### src/rtl/i2ct_pkg.sv
package i2ct_pkg;
  typedef enum logic [2:0] {
    ST_IDLE,
    ST_ADDR,
    ST_ACK,
    ST_WR,
    ST_RD,
    ST_RD_ACK,
    ST_RD_LOAD,
    ST_WAIT
  } state_e;

  localparam int BYTE_W = 8;
endpackage

### src/rtl/i2ct_sync.sv
module i2ct_sync #(
  parameter int STAGES = 2
) (
  input  logic clk_i,
  input  logic rst_ni,
  input  logic scl_i,
  input  logic sda_i,
  output logic scl_o,
  output logic sda_o,
  output logic scl_rise_o,
  output logic scl_fall_o,
  output logic start_o,
  output logic stop_o
);
  logic [1:0] raw, synced, prev_q;
  assign raw = {sda_i, scl_i};

  for (genvar g = 0; g < 2; g++) begin : g_line
    logic [STAGES-1:0] chain_q;
    always_ff @(posedge clk_i or negedge rst_ni) begin
      if (!rst_ni) chain_q <= '1;
      else         chain_q <= {chain_q[STAGES-2:0], raw[g]};
    end
    assign synced[g] = chain_q[STAGES-1];
  end

  always_ff @(posedge clk_i or negedge rst_ni) begin
    if (!rst_ni) prev_q <= '1;
    else         prev_q <= synced;
  end

  assign scl_o      = synced[0];
  assign sda_o      = synced[1];
  assign scl_rise_o = synced[0] & ~prev_q[0];
  assign scl_fall_o = ~synced[0] & prev_q[0];
  // SDA edge while SCL held high
  assign start_o    = synced[0] & prev_q[0] & prev_q[1] & ~synced[1];
  assign stop_o     = synced[0] & prev_q[0] & ~prev_q[1] & synced[1];
endmodule

### src/rtl/i2ct_wdog.sv
module i2ct_wdog #(
  parameter int TIMEOUT_CYC = 2_500_000
) (
  input  logic clk_i,
  input  logic rst_ni,
  input  logic start_i,
  input  logic stop_i,
  output logic expire_o
);
  localparam int CNT_W = $clog2(TIMEOUT_CYC + 1);
  localparam logic [CNT_W-1:0] LAST = CNT_W'(TIMEOUT_CYC - 1);

  logic             run_q;
  logic [CNT_W-1:0] cnt_q;

  always_ff @(posedge clk_i or negedge rst_ni) begin
    if (!rst_ni) begin
      run_q    <= 1'b0;
      cnt_q    <= '0;
      expire_o <= 1'b0;
    end else if (start_i) begin
      run_q    <= 1'b1;
      cnt_q    <= '0;
      expire_o <= 1'b0;
    end else if (stop_i) begin
      run_q    <= 1'b0;
      cnt_q    <= '0;
      expire_o <= 1'b0;
    end else if (run_q) begin
      if (cnt_q == LAST) begin
        run_q    <= 1'b0;
        cnt_q    <= '0;
        expire_o <= 1'b1;
      end else begin
        cnt_q    <= cnt_q + 1'b1;
        expire_o <= 1'b0;
      end
    end else begin
      expire_o <= 1'b0;
    end
  end
endmodule

### src/rtl/i2ct_engine.sv
module i2ct_engine
  import i2ct_pkg::*;
#(
  parameter logic [6:0] TGT_ADDR = 7'h6B,
  parameter int         PTR_W    = 8
) (
  input  logic              clk_i,
  input  logic              rst_ni,
  input  logic              sda_i,
  input  logic              scl_rise_i,
  input  logic              scl_fall_i,
  input  logic              start_i,
  input  logic              stop_i,
  input  logic              expire_i,
  input  logic [BYTE_W-1:0] reg_rdata_i,
  output logic              sda_oe_o,
  output logic              reg_we_o,
  output logic [PTR_W-1:0]  reg_addr_o,
  output logic [BYTE_W-1:0] reg_wdata_o
);
  state_e            st_q;
  logic [2:0]        cnt_q;
  logic [BYTE_W-1:0] sh_q;
  logic [PTR_W-1:0]  ptr_q;
  logic              rd_q, first_q, inc_q, ackd_q;
  logic [BYTE_W-1:0] in_byte;

  assign in_byte    = {sh_q[BYTE_W-2:0], sda_i};
  assign reg_addr_o = ptr_q;

  always_ff @(posedge clk_i or negedge rst_ni) begin
    if (!rst_ni) begin
      st_q        <= ST_IDLE;
      cnt_q       <= '0;
      sh_q        <= '0;
      ptr_q       <= '0;
      rd_q        <= 1'b0;
      first_q     <= 1'b0;
      inc_q       <= 1'b0;
      ackd_q      <= 1'b0;
      sda_oe_o    <= 1'b0;
      reg_we_o    <= 1'b0;
      reg_wdata_o <= '0;
    end else begin
      reg_we_o <= 1'b0;
      if (start_i) begin
        st_q     <= ST_ADDR;
        cnt_q    <= '0;
        sda_oe_o <= 1'b0;
        ackd_q   <= 1'b0;
        inc_q    <= 1'b0;
      end else if (stop_i || expire_i) begin
        st_q     <= ST_IDLE;
        sda_oe_o <= 1'b0;
        ackd_q   <= 1'b0;
        inc_q    <= 1'b0;
      end else begin
        unique case (st_q)
          ST_ADDR: if (scl_rise_i) begin
            sh_q  <= in_byte;
            cnt_q <= cnt_q + 3'd1;
            if (cnt_q == 3'd7) begin
              if (sh_q[6:0] == TGT_ADDR) begin
                rd_q    <= sda_i;
                first_q <= 1'b1;
                st_q    <= ST_ACK;
              end else begin
                st_q <= ST_WAIT;
              end
            end
          end
          ST_WR: if (scl_rise_i) begin
            sh_q  <= in_byte;
            cnt_q <= cnt_q + 3'd1;
            if (cnt_q == 3'd7) begin
              st_q <= ST_ACK;
              if (first_q) begin
                ptr_q   <= PTR_W'(in_byte);
                first_q <= 1'b0;
              end else begin
                reg_we_o    <= 1'b1;
                reg_wdata_o <= in_byte;
                inc_q       <= 1'b1;
              end
            end
          end
          ST_ACK: if (scl_fall_i) begin
            if (!ackd_q) begin
              sda_oe_o <= 1'b1;
              ackd_q   <= 1'b1;
            end else begin
              ackd_q <= 1'b0;
              inc_q  <= 1'b0;
              cnt_q  <= '0;
              if (rd_q) begin
                sda_oe_o <= ~reg_rdata_i[BYTE_W-1];
                sh_q     <= {reg_rdata_i[BYTE_W-2:0], 1'b0};
                ptr_q    <= ptr_q + 1'b1;
                st_q     <= ST_RD;
              end else begin
                sda_oe_o <= 1'b0;
                if (inc_q) ptr_q <= ptr_q + 1'b1;
                st_q <= ST_WR;
              end
            end
          end
          ST_RD: if (scl_fall_i) begin
            if (cnt_q == 3'd7) begin
              sda_oe_o <= 1'b0;
              cnt_q    <= '0;
              st_q     <= ST_RD_ACK;
            end else begin
              sda_oe_o <= ~sh_q[BYTE_W-1];
              sh_q     <= {sh_q[BYTE_W-2:0], 1'b0};
              cnt_q    <= cnt_q + 3'd1;
            end
          end
          ST_RD_ACK: if (scl_rise_i) begin
            st_q <= sda_i ? ST_WAIT : ST_RD_LOAD;
          end
          ST_RD_LOAD: if (scl_fall_i) begin
            sda_oe_o <= ~reg_rdata_i[BYTE_W-1];
            sh_q     <= {reg_rdata_i[BYTE_W-2:0], 1'b0};
            ptr_q    <= ptr_q + 1'b1;
            cnt_q    <= '0;
            st_q     <= ST_RD;
          end
          default: ;
        endcase
      end
    end
  end
endmodule

### src/rtl/i2c_tgt_wdog.sv
module i2c_tgt_wdog
  import i2ct_pkg::*;
#(
  parameter logic [6:0] TGT_ADDR    = 7'h6B,
  parameter int         PTR_W       = 8,
  parameter int         SYNC_STAGES = 2,
  parameter int         TIMEOUT_CYC = 2_500_000
) (
  input  logic              clk_i,
  input  logic              rst_ni,
  input  logic              scl_i,
  input  logic              sda_i,
  output logic              sda_oe_o,
  output logic [PTR_W-1:0]  reg_addr_o,
  output logic [BYTE_W-1:0] reg_wdata_o,
  output logic              reg_we_o,
  input  logic [BYTE_W-1:0] reg_rdata_i,
  output logic              timeout_o
);
  logic scl_sync, sda_sync, scl_rise, scl_fall, bus_start, bus_stop, expire;

  i2ct_sync #(.STAGES(SYNC_STAGES)) u_sync (
    .clk_i      (clk_i),
    .rst_ni     (rst_ni),
    .scl_i      (scl_i),
    .sda_i      (sda_i),
    .scl_o      (scl_sync),
    .sda_o      (sda_sync),
    .scl_rise_o (scl_rise),
    .scl_fall_o (scl_fall),
    .start_o    (bus_start),
    .stop_o     (bus_stop)
  );

  i2ct_wdog #(.TIMEOUT_CYC(TIMEOUT_CYC)) u_wdog (
    .clk_i    (clk_i),
    .rst_ni   (rst_ni),
    .start_i  (bus_start),
    .stop_i   (bus_stop),
    .expire_o (expire)
  );

  i2ct_engine #(.TGT_ADDR(TGT_ADDR), .PTR_W(PTR_W)) u_eng (
    .clk_i       (clk_i),
    .rst_ni      (rst_ni),
    .sda_i       (sda_sync),
    .scl_rise_i  (scl_rise),
    .scl_fall_i  (scl_fall),
    .start_i     (bus_start),
    .stop_i      (bus_stop),
    .expire_i    (expire),
    .reg_rdata_i (reg_rdata_i),
    .sda_oe_o    (sda_oe_o),
    .reg_we_o    (reg_we_o),
    .reg_addr_o  (reg_addr_o),
    .reg_wdata_o (reg_wdata_o)
  );

  assign timeout_o = expire;
endmodule

### config.mk
export PLATFORM = sky130hd
export DESIGN_NAME = i2c_tgt_wdog
export DESIGN_NICKNAME = d
export VERILOG_FILES = /design/src/rtl/i2ct_pkg.sv /design/src/rtl/i2ct_sync.sv /design/src/rtl/i2ct_wdog.sv /design/src/rtl/i2ct_engine.sv /design/src/rtl/i2c_tgt_wdog.sv
export SDC_FILE = /design/constraint.sdc
export NUM_CORES = 1
export LEC_CHECK = 0
export CAP_MARGIN = 20
export CORE_ASPECT_RATIO = 1.1
export CORE_MARGIN = 3
export CORE_UTILIZATION = 50
export CTS_CLUSTER_DIAMETER = 60
export CTS_CLUSTER_SIZE = 40
export DETAILED_ROUTE_END_ITERATION = 8
export PLACE_DENSITY = 0.7
export SLEW_MARGIN = 20
export SYNTH_ARGS = -nofsm -noshare
export SYNTH_HDL_FRONTEND = slang
export SYNTH_SLANG_ARGS = --single-unit
export TNS_END_PERCENT = 1
### constraint.sdc
create_clock -name clk_i -period 4.9 [get_ports clk_i]
set_input_delay 0.49 -clock clk_i [delete_from_list [all_inputs] [get_ports clk_i]]
set_output_delay 0.49 -clock clk_i [all_outputs]
set_load 0.01 [all_outputs]
# == Yosys cells after proc, flatten, opt, wreduce, memory -nomap -nowiden ==
# Cells that the tools add are included.
# Widths: inputs -> output; s select.
# op_classes
add_sub_neg,3
eq_ne,40
mux,88
bitwise,16
reduce_logical,22
# op_table
cell,n
$mux 8,15
$mux 22,4
$mux 3,22
$mux 1,40
$pmux 8 s4,1
$ne 4x3->1 const B,6
$pmux 8 s3,1
$add 22x1->22 const B,1
$eq 22x22->1 const B,1
$reduce_and 10->1,2
$pmux 3 s6,1
$reduce_and 6->1,3
$ne 4x2->1 const B,4
$ne 2x1->1 const B,7
$ne 2x2->1 const B,7
$eq 3x3->1 const B,4
$pmux 3 s4,1
$reduce_bool 3->1,4
$reduce_and 11->1,1
$reduce_bool 5->1,2
$ne 3x3->1 const B,3
$not 1->1,9
$add 8x1->8 const B,1
$reduce_and 8->1,1
other kinds (18),28
# totals
out_inout_bits,19
word_cells,186
ff_bits,66
input_bits,12

# == Logic depth before layout (Yosys ltp) ==
# Gate-level depths: netlist of the first run.
# depth
depth_word,7
depth_mapped,8
ltp_nobuf,7

# == By module ==
# A second synthesis of the first run with hierarchy kept.
# hier_totals
hier_cells,403
hier_area_um2,3759.9
# modules_own_cells
module,cells_per_inst,seq_area_each_um2,n_inst,area_per_inst_um2
i2ct_engine,219,900.9,1,2072.0
i2ct_wdog,174,600.6,1,1497.7
i2ct_sync,10,157.7,1,190.2

# == Worst setup path after synthesis of the first run ==
# OpenSTA, ideal clock, no wires.
# synth_timing
kind,reg2reg
from,register u_eng.cnt_q[0]
to,register u_eng.st_q[0]
setup_ns,0.125
setup_slack_ns,2.920
t_arrival_ns,1.856
stages_incl_launch_ff,8
required_time_ns,4.775
n_path_buf,0
synth_period_minus_slack_ns,1.980
path_cell_list,dfrtp_1 ha_1 ha_1 and4b_1 a211oi_2 a211oi_2 nor2_1 mux2_2
# synth_between
elab_chain_cells,3
elab_cells_between_ends,5
classes_between,eq/ne (4); reduce/logical (1)
# synth_rtl
element,line,source
from (decl),i2ct_engine.sv:22,logic [2:0] cnt_q;
from (signal assigned),i2ct_engine.sv:61,cnt_q <= cnt_q + 3'd1;
from (signal assigned),i2ct_engine.sv:74,cnt_q <= cnt_q + 3'd1;
from (signal assigned),i2ct_engine.sv:115,cnt_q <= cnt_q + 3'd1;
$eq 3x3->1 (*),"i2ct_engine.sv:62, i2ct_engine.sv:75, i2ct_engine.sv:108",
$ne 4x2->1 (no line),n/a,
$reduce_and 11->1 (no line) (*),n/a,
to (signal assigned),i2ct_engine.sv:119,st_q <= sda_i ? ST_WAIT : ST_RD_LOAD;
to (decl),i2ct_engine.sv:21,state_e st_q;
# Every way passes the cells marked *; elsewhere a longest branch is shown, timed or not.
# A chain may end at the register's enable or synchronous reset.

# == Worst setup path after layout of the first run ==
# layout_timing
from,register u_eng.st_q[0]
to,register u_eng.ptr_q[7] (netlist: u_eng.reg_addr_o[7])
# layout_between
elab_chain_cells,3
elab_cells_between_ends,13
classes_between,eq/ne (10); mux (1); reduce/logical (2)
# layout_rtl
element,line,source
$eq 3x2->1 / $eq 3x3->1 (equally long branches),i2ct_engine.sv:58,unique case (st_q)
"$ne 3x1->1 (no line), or another cell as far along",n/a,
$reduce_and 10->1 (no line),n/a,
to (signal assigned),i2ct_engine.sv:78,ptr_q <= PTR_W'(in_byte);
to (signal assigned),i2ct_engine.sv:98,ptr_q <= ptr_q + 1'b1;
to (signal assigned),i2ct_engine.sv:102,if (inc_q) ptr_q <= ptr_q + 1'b1;
to (decl),i2ct_engine.sv:24,logic [PTR_W-1:0] ptr_q;
# Several ways; a longest one is shown, not always the timed one.

==> metrics.md, run 1 <==
| Metric | Value |
|---|---|
| Die area | `approximately 8400 um2` |
| Post-synthesis instance area | `about 3600 um2` |
| Core ar. | `between 7000 and 8000 um2` |
| Post-route DRC violation count | `0` |
| Global routing met2 resource utilization | `0.331` |
| Worst-path clk slew | `around 70 ps` |
| Leak pwr | `1.78 nW` |
| Initial antenna violation count | `0` |
| Yosys cell types | `65` |
| Max stage delay cell, worst path | `sky130_fd_sc_hd__nor4_4` |
| Crit start category | `flip-flop` |
| Syn nets | `around 400` |
| Share of final-layout standard cells stronger than drive strength 1 | `0.143` |
| Post-route antenna net violation count | `0` |
| Worst hold slack | `314 ps` |
| Smallest setup slack after layout | `~2300 ps` |
| Highest net fanout along the worst path | `22` |
| Global-route congestion overflow total | `0` |
| Outcome | `finished, final reports clean` |
| Average wire length per cell after detail routing | `around 17 um` |
| Signal arrival time at the worst endpoint | `~2900 ps` |
| Post-detailed-placement half-perimeter wirelength | `about 5.4 mm` |
| Share of the yosys chip area belonging to registers | `0.455` |
| Most common flop cell mapped by yosys | `sky130_fd_sc_hd__dfrtp_1` |
| Synth cell count leaders | `sky130_fd_sc_hd__dfrtp_1, sky130_fd_sc_hd__nand2_1, sky130_fd_sc_hd__nor2_1` |
| Number of cells on the worst reg-to-reg path | `5` |
| Number of filler instances in the final layout | `roughly 600` |
| Critical Path, Cell by Cell | `and4b_1 > a211oi_2 > nor4_4 > o21ai_1 > a22o_1` |
| Met3 layer usage reported by global route | `0.0363` |
| Mapped Cells | `roughly 380` |
| Slew HR | `0.378` |
| Net count of the finished layout | `about 420` |
| Placement-stage worst setup slack | `2290 ps` |
| Final Setup Violations | `0` |
| H-tree Lvls | `3` |
| Net switching power figure | `approximately 0.75 mW` |
| Total power per unit cell area | `between 400 and 500 nW/um2` |
| Buffer levels on the longest clock path | `2` |
| Type of the worst setup path | `flip-flop to flip-flop` |
| First DRT Iteration DRCs | `about 150` |
| Total cell area at the placement stage | `around 4000 um2` |
| Critical path buffer and inverter count | `0` |
| I/O pins | `31` |
| Clock latency reported for the late side of the worst-skew pair | `about 340 ps` |
| Post-route design area | `4200 um2` |
| Clock network power share | `0.248` |
| Cell depth of the worst setup path | `5` |
| Final Hold Violating Endpoints | `0` |
| Ratio of routed vias to standard cells | `5.99` |
| Detailed Routing Iterations Pass 1 | `5` |
| Critical Path Max Stage Delay | `roughly 830 ps` |
| Ys async rst share | `1.00` |
| Number of hold buffers added after cts | `0` |
| Per-instance average area after synthesis | `slightly below 10 um2` |
| Sequential Power Share | `0.421` |
| Via count of the first global-routing pass | `between 2,000 and 3,000` |
| Met1 usage in global routing | `0.282` |
| Worst vdd rail ir drop | `between 300 and 400 uV` |
| Die Height | `~96 um` |
| Maximum number of pins on one net before global-route repair | `67` |
| Cell types with the largest area share after synthesis | `sky130_fd_sc_hd__dfrtp_1, sky130_fd_sc_hd__nand2_1, sky130_fd_sc_hd__mux2_2` |
| Number of clock buffers inserted by TritonCTS | `9` |
| Highest Clock Rate | `approximately 380 MHz` |
| Kind of cell adding the most delay to the critical path | `simple AND/OR/NAND/NOR gates` |
| Internal Pwr Total | `around 1.3 mW` |
| Starting density of the core | `0.518` |
| Switching share of power | `0.371` |
| Count of buffers added by post-CTS timing repair for setup | `0` |
| Number of flops mapped to enable cells by yosys | `0` |
| GRT Total Usage | `0.210` |
| Count of pins over their slew limit | `0` |
| Tcrit/Tclk final | `0.537` |
| Max-cap viol count | `0` |
| DR vias | `a little under 3,000` |
| Min cycle time layout | `about 2600 ps` |
| Number of warnings issued by yosys | `0` |
| Count of clock tree sinks | `66` |
| Count of buffers inserted at the top-level ports | `30` |
| Unrepaired setup endpoints after global routing | `false` |
| Final WL | `8.17 mm` |
| Wire length of the first global-routing pass | `about 14 mm` |
| Worst Hold Class | `input port to async pin` |
| Horizontal extent of the die | `around 90 um` |
| FF+latch count, synth | `between 60 and 70` |
| Clock root cell | `sky130_fd_sc_hd__clkbuf_8` |
| TritonCTS clock tree | `yes` |
| Placer's final routability congestion estimate | `between 0.9 and 1` |
| Actual transition at the worst max-transition pin | `926 ps` |
| Combinational power share | `0.331` |
| Antenna diode instance count | `0` |
| Proportion of netlist area held by the largest area contributor | `0.411` |
| Data required time of the worst path | `5130 ps` |
| Number of core rows | `32` |
| Top-count cell post-synth | `sky130_fd_sc_hd__dfrtp_1` |
| Total negative slack | `0 ps` |
| Signed area change from the synthesized netlist to the final layout | `15.0%` |
| Worst-case clock skew | `about 9.1 ps` |
| Setup crit end kind | `flip-flop` |
| Layer with the highest usage after global routing | `met2` |
| Quantity of gates resized following cts | `0` |
| Library cell with the largest summed area after synthesis | `sky130_fd_sc_hd__dfrtp_1` |
==> cells in the final DEF, fill, tap and decap left out, drive strengths merged, types with 4 or more instances in the layout <==
cell type | synthesis | layout
clkbuf | 8 | 11
mux2i | 5 | 5
mux2 | 16 | 16
nor3b | 8 | 8
nand3 | 16 | 16
nor2b | 6 | 6
o22ai | 5 | 5
a21oi | 23 | 23
or3 | 4 | 4
inv | 9 | 9
nor3 | 9 | 9
o21ai | 22 | 22
dfstp | 6 | 6
nand4 | 7 | 7
clkdlybuf4s50 | 0 | 29
a31oi | 5 | 5
a32o | 8 | 8
nand2b | 6 | 6
dfrtp | 60 | 60
and3 | 5 | 5
buf | 10 | 4
nor2 | 29 | 29
nand2 | 51 | 51
ha | 4 | 4
xor2 | 7 | 7
nor4 | 7 | 7
==> power groups by stage <==
stage | combinational (mW) | sequential [mW] | clock [mW]
2_1_floorplan | 0.518 | 0.790 | 0
3_3_place_gp | 0.650 | 0.851 | 0
3_5_place_dp | 0.665 | 0.853 | 0
4_1_cts | 0.672 | 0.844 | 0.510
5_1_grt | 0.746 | 0.872 | 0.539
6_report | 0.667 | 0.849 | 0.500
==> path summary, 6_finish.rpt <==
check | startpoint | end | slack, ps
max in group asynchronous | rst_ni | u_wdog.cnt_q[19]$_DFFE_PN0P_ | 4040
worst min register to register | u_sync.g_line[1].chain_q[0]$_DFF_PN1_ | u_sync.g_line[1].chain_q[1]$_DFF_PN1_ | 350
worst max register to register | u_eng.st_q[0]$_DFFE_PN0P_ | u_eng.reg_addr_o[7]$_DFFE_PN0P_ | 2270
worst min-delay path | rst_ni | u_eng.ackd_q$_DFFE_PN0P_ | 310
min in group clk_i | u_sync.g_line[1].chain_q[0]$_DFF_PN1_ | u_sync.g_line[1].chain_q[1]$_DFF_PN1_ | 350
worst max-delay path | u_eng.st_q[0]$_DFFE_PN0P_ | u_eng.reg_addr_o[7]$_DFFE_PN0P_ | 2270
==> routing by layer <==
metal  wire length [um]  vias up
li1                   -     1434
met1               3750     1445
met2               3920       56
met3                301       14
met4                200        0
met5                  0        -
==> final cells by class <==
cell class	instances	area [um2]	share of cell area
Sequential cell	66	1660	0.395
Clock buffer	11	131	0.0313
Timing Repair Buffer	33	318	0.0757
Clock inverter	5	78.8	0.0188
Tap cell	85	106	0.0253
Multi-Input combinational cell	283	1870	0.445
Inverter	9	33.8	0.00805
==> cell families after synthesis <==
family | after synthesis | synth area share
mux | 21 | 0.0631
buf+inv | 27 | 0.0333
flops | 66 | 0.455
compound gates | 86 | 0.171
simple gates | 164 | 0.245
xor+xnor | 8 | 0.0192
fa+ha+maj | 4 | 0.0137
==> worst register-to-register path: stages (launching register included) <==
cell and delay [ps]:
sky130_fd_sc_hd__dfrtp_1 780, sky130_fd_sc_hd__and4b_1 390, sky130_fd_sc_hd__a211oi_2 100, sky130_fd_sc_hd__nor4_4 830, sky130_fd_sc_hd__o21ai_1 160, sky130_fd_sc_hd__a22o_1 260
==> state kept, by name (all words and copies together) (netlist names) <==
signal and cells:
u_sync.g_line.chain_q 4, u_eng.reg_addr_o 8, u_eng.reg_wdata_o 8, u_eng.reg_we_o 1, u_eng.first_q 1, u_eng.inc_q 1
u_sync.prev_q 2, u_eng.rd_q 1, u_eng.cnt_q 3, u_eng.sh_q 8, u_eng.st_q 3, u_wdog.cnt_q 22
u_wdog.expire_o 1, u_eng.sda_oe_o 1, u_wdog.run_q 1, u_eng.ackd_q 1
==> stage by stage <==
| stage | total power [mW] | std cells | util |
|---|---|---|---|
| detailed placement | 1.52 | 476 | 0.566 |
| global placement | 1.50 | 476 | 0.566 |
| CTS | 2.03 | 492 | 0.596 |
| global route | 2.16 | 492 | 0.596 |
| floorplan | 1.31 | 376 | - |
| finish | 2.02 | 492 | 0.596 |
Note: power is estimated with default switching activity, not from simulation.
==> run 2: changes to the inputs <==
--- a/config.mk
+++ b/config.mk
@@ -12,7 +12,7 @@
 export CTS_CLUSTER_DIAMETER = 60
 export CTS_CLUSTER_SIZE = 40
 export DETAILED_ROUTE_END_ITERATION = 8
-export PLACE_DENSITY = 0.7
+export PLACE_DENSITY = 0.73
 export SLEW_MARGIN = 20
 export SYNTH_ARGS = -nofsm -noshare
 export SYNTH_HDL_FRONTEND = slang
==> constraint.sdc (replaced) <==
create_clock -name clk_i -period 2.4 [get_ports clk_i]
set_input_delay 0.24 -clock clk_i [delete_from_list [all_inputs] [get_ports clk_i]]
set_output_delay 0.24 -clock clk_i [all_outputs]
set_load 0.01 [all_outputs]
==> metrics.md, run 2 (synthesis gave the netlist of run 1 again) <==
| Metric | Value |
|---|---|
| Outcome | `finished, final reports clean` |
| Setup crit end kind | `flip-flop` |
| Max-cap viol count | `0` |
| Tcrit/Tclk final | `0.886` |
| Final Hold Violating Endpoints | `0` |
| Hold Path Cell Cnt | `1` |
| Actual transition at the worst max-transition pin | `between 600 and 700 ps` |
| Largest register FFs | `22` |
| Smallest setup slack after layout | `roughly 270 ps` |
| Count of clock tree sinks | `between 60 and 70` |
| Global-route congestion overflow total | `0` |
| Post-layout total power | `approximately 4 mW` |
| Leak pwr | `about 1.8 nW` |
| Most flops, register | `u_wdog.cnt_q` |
| Placement-stage worst setup slack | `297 ps` |
| Net count of the finished layout | `approximately 430` |
| Worst Hold Class | `input port to flip-flop` |
| Startpoint of the most critical register-to-register path | `u_eng.cnt_q[0]$_DFFE_PN0P_` |
| Highest net fanout along the worst path | `16` |
| Post-route DRC violation count | `0` |
| Post-detailed-placement half-perimeter wirelength | `5.75 mm` |
| H-tree Lvls | `3` |
| DR vias | `around 3,100` |
| TritonCTS clock tree | `yes` |
| Worst-path clk slew | `approximately 70 ps` |
| Count of pins over their slew limit | `0` |
| Data required time of the worst path | `2630 ps` |
| Type of the worst setup path | `flip-flop to flip-flop` |
| Post-route antenna net violation count | `0` |
| Count of buffers added by post-CTS timing repair for setup | `0` |
| Signed area change from the synthesized netlist to the final layout | `16.1%` |
| Number of cells on the worst reg-to-reg path | `8` |
| I/O pins | `31` |
| Quantity of gates resized following cts | `0` |
| Die area | `~8400 um2` |
| Number of clock buffers inserted by TritonCTS | `9` |
| Worst hold slack | `302 ps` |
| Count of buffers inserted at the top-level ports | `30` |
| Maximum number of pins on one net before global-route repair | `44` |
| Worst-case clock skew | `9.58 ps` |
| Antenna diode instance count | `0` |
| Post-Route Utilization | `0.601` |
| Buffer levels on the longest clock path | `2` |
| Average wire length per cell after detail routing | `roughly 17 um` |
| Unrepaired setup endpoints after global routing | `false` |
| Start point of the worst min-delay path | `sda_i` |
| Detailed Routing Iterations Pass 1 | `6` |
| Core ar. | `~7000 um2` |
| Final Setup Violations | `0` |
| Most common cell after layout, fill and taps aside | `sky130_fd_sc_hd__dfrtp_1` |
| Signal arrival time at the worst endpoint | `~2400 ps` |
| Starting density of the core | `0.518` |
| FF-to-FF setup slack | `270 ps` |
| Number of core rows | `32` |
| Slew HR | `0.576` |
| Commonest cells after routing, fill and taps aside | `sky130_fd_sc_hd__dfrtp_1, sky130_fd_sc_hd__nand2_1, sky130_fd_sc_hd__clkdlybuf4s50_1, sky130_fd_sc_hd__nor2_1, sky130_fd_sc_hd__a21oi_1` |
| Min cycle time layout | `~2100 ps` |
| Number of hold buffers added after cts | `1` |
| GRT Total Usage | `0.209` |
| Worst r2r dst | `u_eng.reg_addr_o[7]$_DFFE_PN0P_` |
| Total negative slack | `0 ps` |
| Share of final-layout standard cells stronger than drive strength 1 | `0.161` |
| Placer's final routability congestion estimate | `about 0.89` |
| Clock root cell | `sky130_fd_sc_hd__clkbuf_8` |
| Wire length of the first global-routing pass | `about 14 mm` |
| Highest Clock Rate | `approximately 470 MHz` |
| Via count of the first global-routing pass | `2,989` |
| Crit start category | `flip-flop` |
| Number of filler instances in the final layout | `just under 600` |
| Ratio of routed vias to standard cells | `between 6 and 7` |
| Worst vdd rail ir drop | `slightly above 600 uV` |
| Initial antenna violation count | `0` |
| Total power per unit cell area | `between 900 and 1000 nW/um2` |
| Horizontal extent of the die | `87.5 um` |
| Clock latency reported for the late side of the worst-skew pair | `~340 ps` |
| Die Height | `95.6 um` |
| First DRT Iteration DRCs | `between 150 and 200` |
| Final WL | `a little over 8 mm` |
| End point of the most critical hold path | `u_sync.g_line[1].chain_q[0]$_DFF_PN1_` |
==> run 2: cell count changes in the layout (fill, tap and decap cells not counted) <==
| cell | delta |
|---|---|
| sky130_fd_sc_hd__clkbuf_1 | -2 |
| sky130_fd_sc_hd__clkinv_2 | +1 |
| sky130_fd_sc_hd__bufinv_16 | -2 |
| sky130_fd_sc_hd__clkinvlp_4 | +1 |
| sky130_fd_sc_hd__buf_4 | +7 |
| sky130_fd_sc_hd__buf_12 | +1 |
| sky130_fd_sc_hd__clkbuf_8 | +1 |
| sky130_fd_sc_hd__dlygate4sd3_1 | +1 |
==> run 2: layer usage <==
metal  vias to the layer above  wire length [um]  track usage
met4                         0               134       0.0780
met1                      1542              3800        0.272
met3                        10               292       0.0406
li1                       1456                 -            -
met5                         -                 0            0
met2                        68              4030        0.344
==> run 2: area by class of cell <==
cell class                      instances  area, um2  share of cell area
Tap cell                               85        106              0.0251
Multi-Input combinational cell        283       1870               0.441
Timing Repair Buffer                   42        400              0.0945
Clock inverter                          5       31.3             0.00738
Inverter                                9       33.8             0.00797
Sequential cell                        66       1660               0.391
Clock buffer                           10        138              0.0325
==> run 2: per-stage QoR <==
| step | cell area (um2) | std cells |
|---|---|---|
| CTS | 4240 | 500 |
| global placement | 4060 | 484 |
| global route | 4240 | 500 |
| detailed placement | 4060 | 484 |
| finish | 4240 | 500 |
| floorplan | 3650 | 376 |
==> run 2: critical path: stages, from the launching register on <==
cell and delay [ps]:
sky130_fd_sc_hd__dfrtp_1 370, sky130_fd_sc_hd__ha_1 160, sky130_fd_sc_hd__ha_1 210, sky130_fd_sc_hd__and4b_1 300, sky130_fd_sc_hd__a211oi_2 90, sky130_fd_sc_hd__nor4_4 270, sky130_fd_sc_hd__buf_4 270, sky130_fd_sc_hd__o21ai_1 100
sky130_fd_sc_hd__a22o_1 250
==> run 2: worst max-delay path by stage <==
| stage | endpoint | slack [ps] | startpoint | cells past startpoint |
|---|---|---|---|---|
| floorplan | u_eng.st_q[0]$_DFFE_PN0P_ | 420 | u_eng.cnt_q[0]$_DFFE_PN0P_ | 7 |
| global placement | u_eng.st_q[0]$_DFFE_PN0P_ | 350 | u_eng.cnt_q[0]$_DFFE_PN0P_ | 7 |
| detailed placement | u_eng.reg_addr_o[7]$_DFFE_PN0P_ | 300 | u_eng.cnt_q[0]$_DFFE_PN0P_ | 8 |
| CTS | u_eng.reg_addr_o[7]$_DFFE_PN0P_ | 300 | u_eng.cnt_q[0]$_DFFE_PN0P_ | 8 |
| global route | u_eng.reg_addr_o[3]$_DFFE_PN0P_ | 160 | u_eng.cnt_q[0]$_DFFE_PN0P_ | 8 |
| finish | u_eng.reg_addr_o[7]$_DFFE_PN0P_ | 270 | u_eng.cnt_q[0]$_DFFE_PN0P_ | 8 |
==> run 2: report_power, final <==
group / internal [mW] / switching (mW) / leakage (nW)
logic: 0.690 / 0.772 / 0.877
registers: 1.36 / 0.319 / 0.847
clock network: 0.393 / 0.427 / 0.0879
total: 2.44 / 1.52 / 1.81
==> run 3: changes to the inputs <==
--- a/config.mk
+++ b/config.mk
@@ -10,9 +10,8 @@
 export CORE_MARGIN = 3
 export CORE_UTILIZATION = 50
 export CTS_CLUSTER_DIAMETER = 60
-export CTS_CLUSTER_SIZE = 40
 export DETAILED_ROUTE_END_ITERATION = 8
-export PLACE_DENSITY = 0.73
+export PLACE_DENSITY = 0.84
 export SLEW_MARGIN = 20
 export SYNTH_ARGS = -nofsm -noshare
 export SYNTH_HDL_FRONTEND = slang
==> metrics.md, run 3 (synthesis gave the netlist of run 1 again) <==
| Metric | Value |
|---|---|
| Type of the worst setup path | `flip-flop to flip-flop` |
| Min cycle time layout | `between 2000 and 2500 ps` |
| Count of buffers inserted at the top-level ports | `30` |
| Horizontal extent of the die | `just under 90 um` |
| Total power per unit cell area | `928 nW/um2` |
| Number of clock buffers inserted by TritonCTS | `9` |
| Highest net fanout along the worst path | `4` |
| Leak pwr | `around 1.8 nW` |
| Number of filler instances in the final layout | `between 500 and 600` |
| Die Height | `95.6 um` |
| Global-route congestion overflow total | `0` |
| Slew HR | `0.525` |
| Most flops, register | `u_wdog.cnt_q` |
| Most common cell after layout, fill and taps aside | `sky130_fd_sc_hd__dfrtp_1` |
| Final Setup Violations | `0` |
| Net count of the finished layout | `around 430` |
| Clock root cell | `sky130_fd_sc_hd__clkbuf_8` |
| GRT Total Usage | `0.207` |
| Post-layout total power | `approximately 3.9 mW` |
| Smallest setup slack after layout | `around 240 ps` |
| H-tree Lvls | `3` |
| Count of clock tree sinks | `66` |
| Worst-path clk slew | `70 ps` |
| Placer's final routability congestion estimate | `1.01` |
| Antenna diode instance count | `0` |
| Signal arrival time at the worst endpoint | `between 2000 and 2500 ps` |
| Highest Clock Rate | `around 460 MHz` |
| Starting density of the core | `0.518` |
| Total negative slack | `0 ps` |
| Ratio of routed vias to standard cells | `slightly above 6` |
| Crit start category | `flip-flop` |
| Number of hold buffers added after cts | `1` |
| Final standard cell count with taps included and fillers excluded | `roughly 500` |
| Post-Route Utilization | `0.602` |
| Post-route DRC violation count | `0` |
| Clock latency reported for the late side of the worst-skew pair | `~340 ps` |
| Initial antenna violation count | `0` |
| Max-cap viol count | `0` |
| Count of pins over their slew limit | `0` |
| Post-detailed-placement half-perimeter wirelength | `between 5 and 6 mm` |
| Commonest cells after routing, fill and taps aside | `sky130_fd_sc_hd__dfrtp_1, sky130_fd_sc_hd__nand2_1, sky130_fd_sc_hd__clkdlybuf4s50_1, sky130_fd_sc_hd__nor2_1, sky130_fd_sc_hd__a21oi_1` |
| Post-route antenna net violation count | `0` |
| Quantity of gates resized following cts | `0` |
| Unrepaired setup endpoints after global routing | `false` |
| Detailed Routing Iterations Pass 1 | `5` |
| Outcome | `finished, final reports clean` |
| Actual transition at the worst max-transition pin | `just over 700 ps` |
| Average wire length per cell after detail routing | `~16 um` |
| DR vias | `3,081` |
| Signed area change from the synthesized netlist to the final layout | `16.1%` |
| Buffer levels on the longest clock path | `2` |
| First DRT Iteration DRCs | `approximately 160` |
| Data required time of the worst path | `approximately 2600 ps` |
| Final WL | `around 8.2 mm` |
| Share of final-layout standard cells stronger than drive strength 1 | `0.163` |
| Worst-case clock skew | `8.85 ps` |
| Core ar. | `a little over 7000 um2` |
| Worst vdd rail ir drop | `~560 uV` |
| Final Hold Violating Endpoints | `0` |
| Via count of the first global-routing pass | `just under 3,000` |
| Die area | `between 8000 and 9000 um2` |
| I/O pins | `31` |
| Setup crit end kind | `flip-flop` |
| Maximum number of pins on one net before global-route repair | `37` |
| Cell count after placement | `between 400 and 500` |
| Wire length of the first global-routing pass | `13.6 mm` |
| Worst Hold Class | `input port to flip-flop` |
| Number of core rows | `32` |
| TritonCTS clock tree | `yes` |
| Tcrit/Tclk final | `0.899` |
| Count of buffers added by post-CTS timing repair for setup | `0` |
| Placement-stage worst setup slack | `roughly 270 ps` |
| Largest register FFs | `22` |
==> run 3: changes by cell type in the layout (fill, tap and decap cells not counted), sizes merged <==
cell,change
clkinvlp,+1
buf,+1
==> run 3: layer usage <==
layer / GRT usage / part of all wire / up-vias / wire length (um)
met1: 0.265 / 0.42 / 1503 / 3470
met3: 0.0398 / 0.053 / 17 / 433
met5: 0 / 0 / - / 0
met2: 0.335 / 0.50 / 107 / 4120
met4: 0.0972 / 0.020 / 0 / 161
li1: - / - / 1454 / -
==> run 3: report_power, final <==
part           switching (mW)  leakage, nW  internal (mW)
Combinational           0.764        0.882          0.672
Sequential              0.336        0.847           1.36
Clock                   0.432       0.0818          0.367
==> run 3: final cells by class <==
type                            instances  area [um2]  area share
Timing Repair Buffer                   43         408      0.0962
Tap cell                               85         106      0.0251
Multi-Input combinational cell        283        1870       0.441
Clock inverter                          6        35.0     0.00826
Sequential cell                        66        1660       0.391
Clock buffer                           10         128      0.0301
Inverter                                9        33.8     0.00797
==> run 3: per-stage QoR <==
stage	cell area [um2]	hold WS (ps)
after floorplan	3650	-55.6
after global placement	4070	334
after detailed placement	4070	334
after CTS	4240	286
after global routing	4240	292
final	4240	303
==> run 3: final timing paths <==
kind | start | to | slack, ps | cells after the start
worst max-delay path | u_eng.cnt_q[0]$_DFFE_PN0P_ | u_eng.st_q[0]$_DFFE_PN0P_ | 240 | 7
worst min-delay path | scl_i | u_sync.g_line[0].chain_q[0]$_DFF_PN1_ | 300 | 1
worst max register to register | u_eng.cnt_q[0]$_DFFE_PN0P_ | u_eng.st_q[0]$_DFFE_PN0P_ | 240 | 7
worst min register to register | u_sync.g_line[1].chain_q[0]$_DFF_PN1_ | u_sync.g_line[1].chain_q[1]$_DFF_PN1_ | 360 | 0
max in group asynchronous | rst_ni | u_sync.prev_q[1]$_DFF_PN1_ | 1220 | 3
min in group asynchronous | rst_ni | u_eng.reg_addr_o[3]$_DFFE_PN0P_ | 480 | 2
==> run 3: critical path, cell delays in order, from the launching register on <==
cell                       delay, ps
sky130_fd_sc_hd__dfrtp_1         400
sky130_fd_sc_hd__ha_1            200
sky130_fd_sc_hd__ha_1            230
sky130_fd_sc_hd__and4b_1         270
sky130_fd_sc_hd__a211oi_2        370
sky130_fd_sc_hd__a211oi_2        110
sky130_fd_sc_hd__nor2_1          130
sky130_fd_sc_hd__mux2_2          340
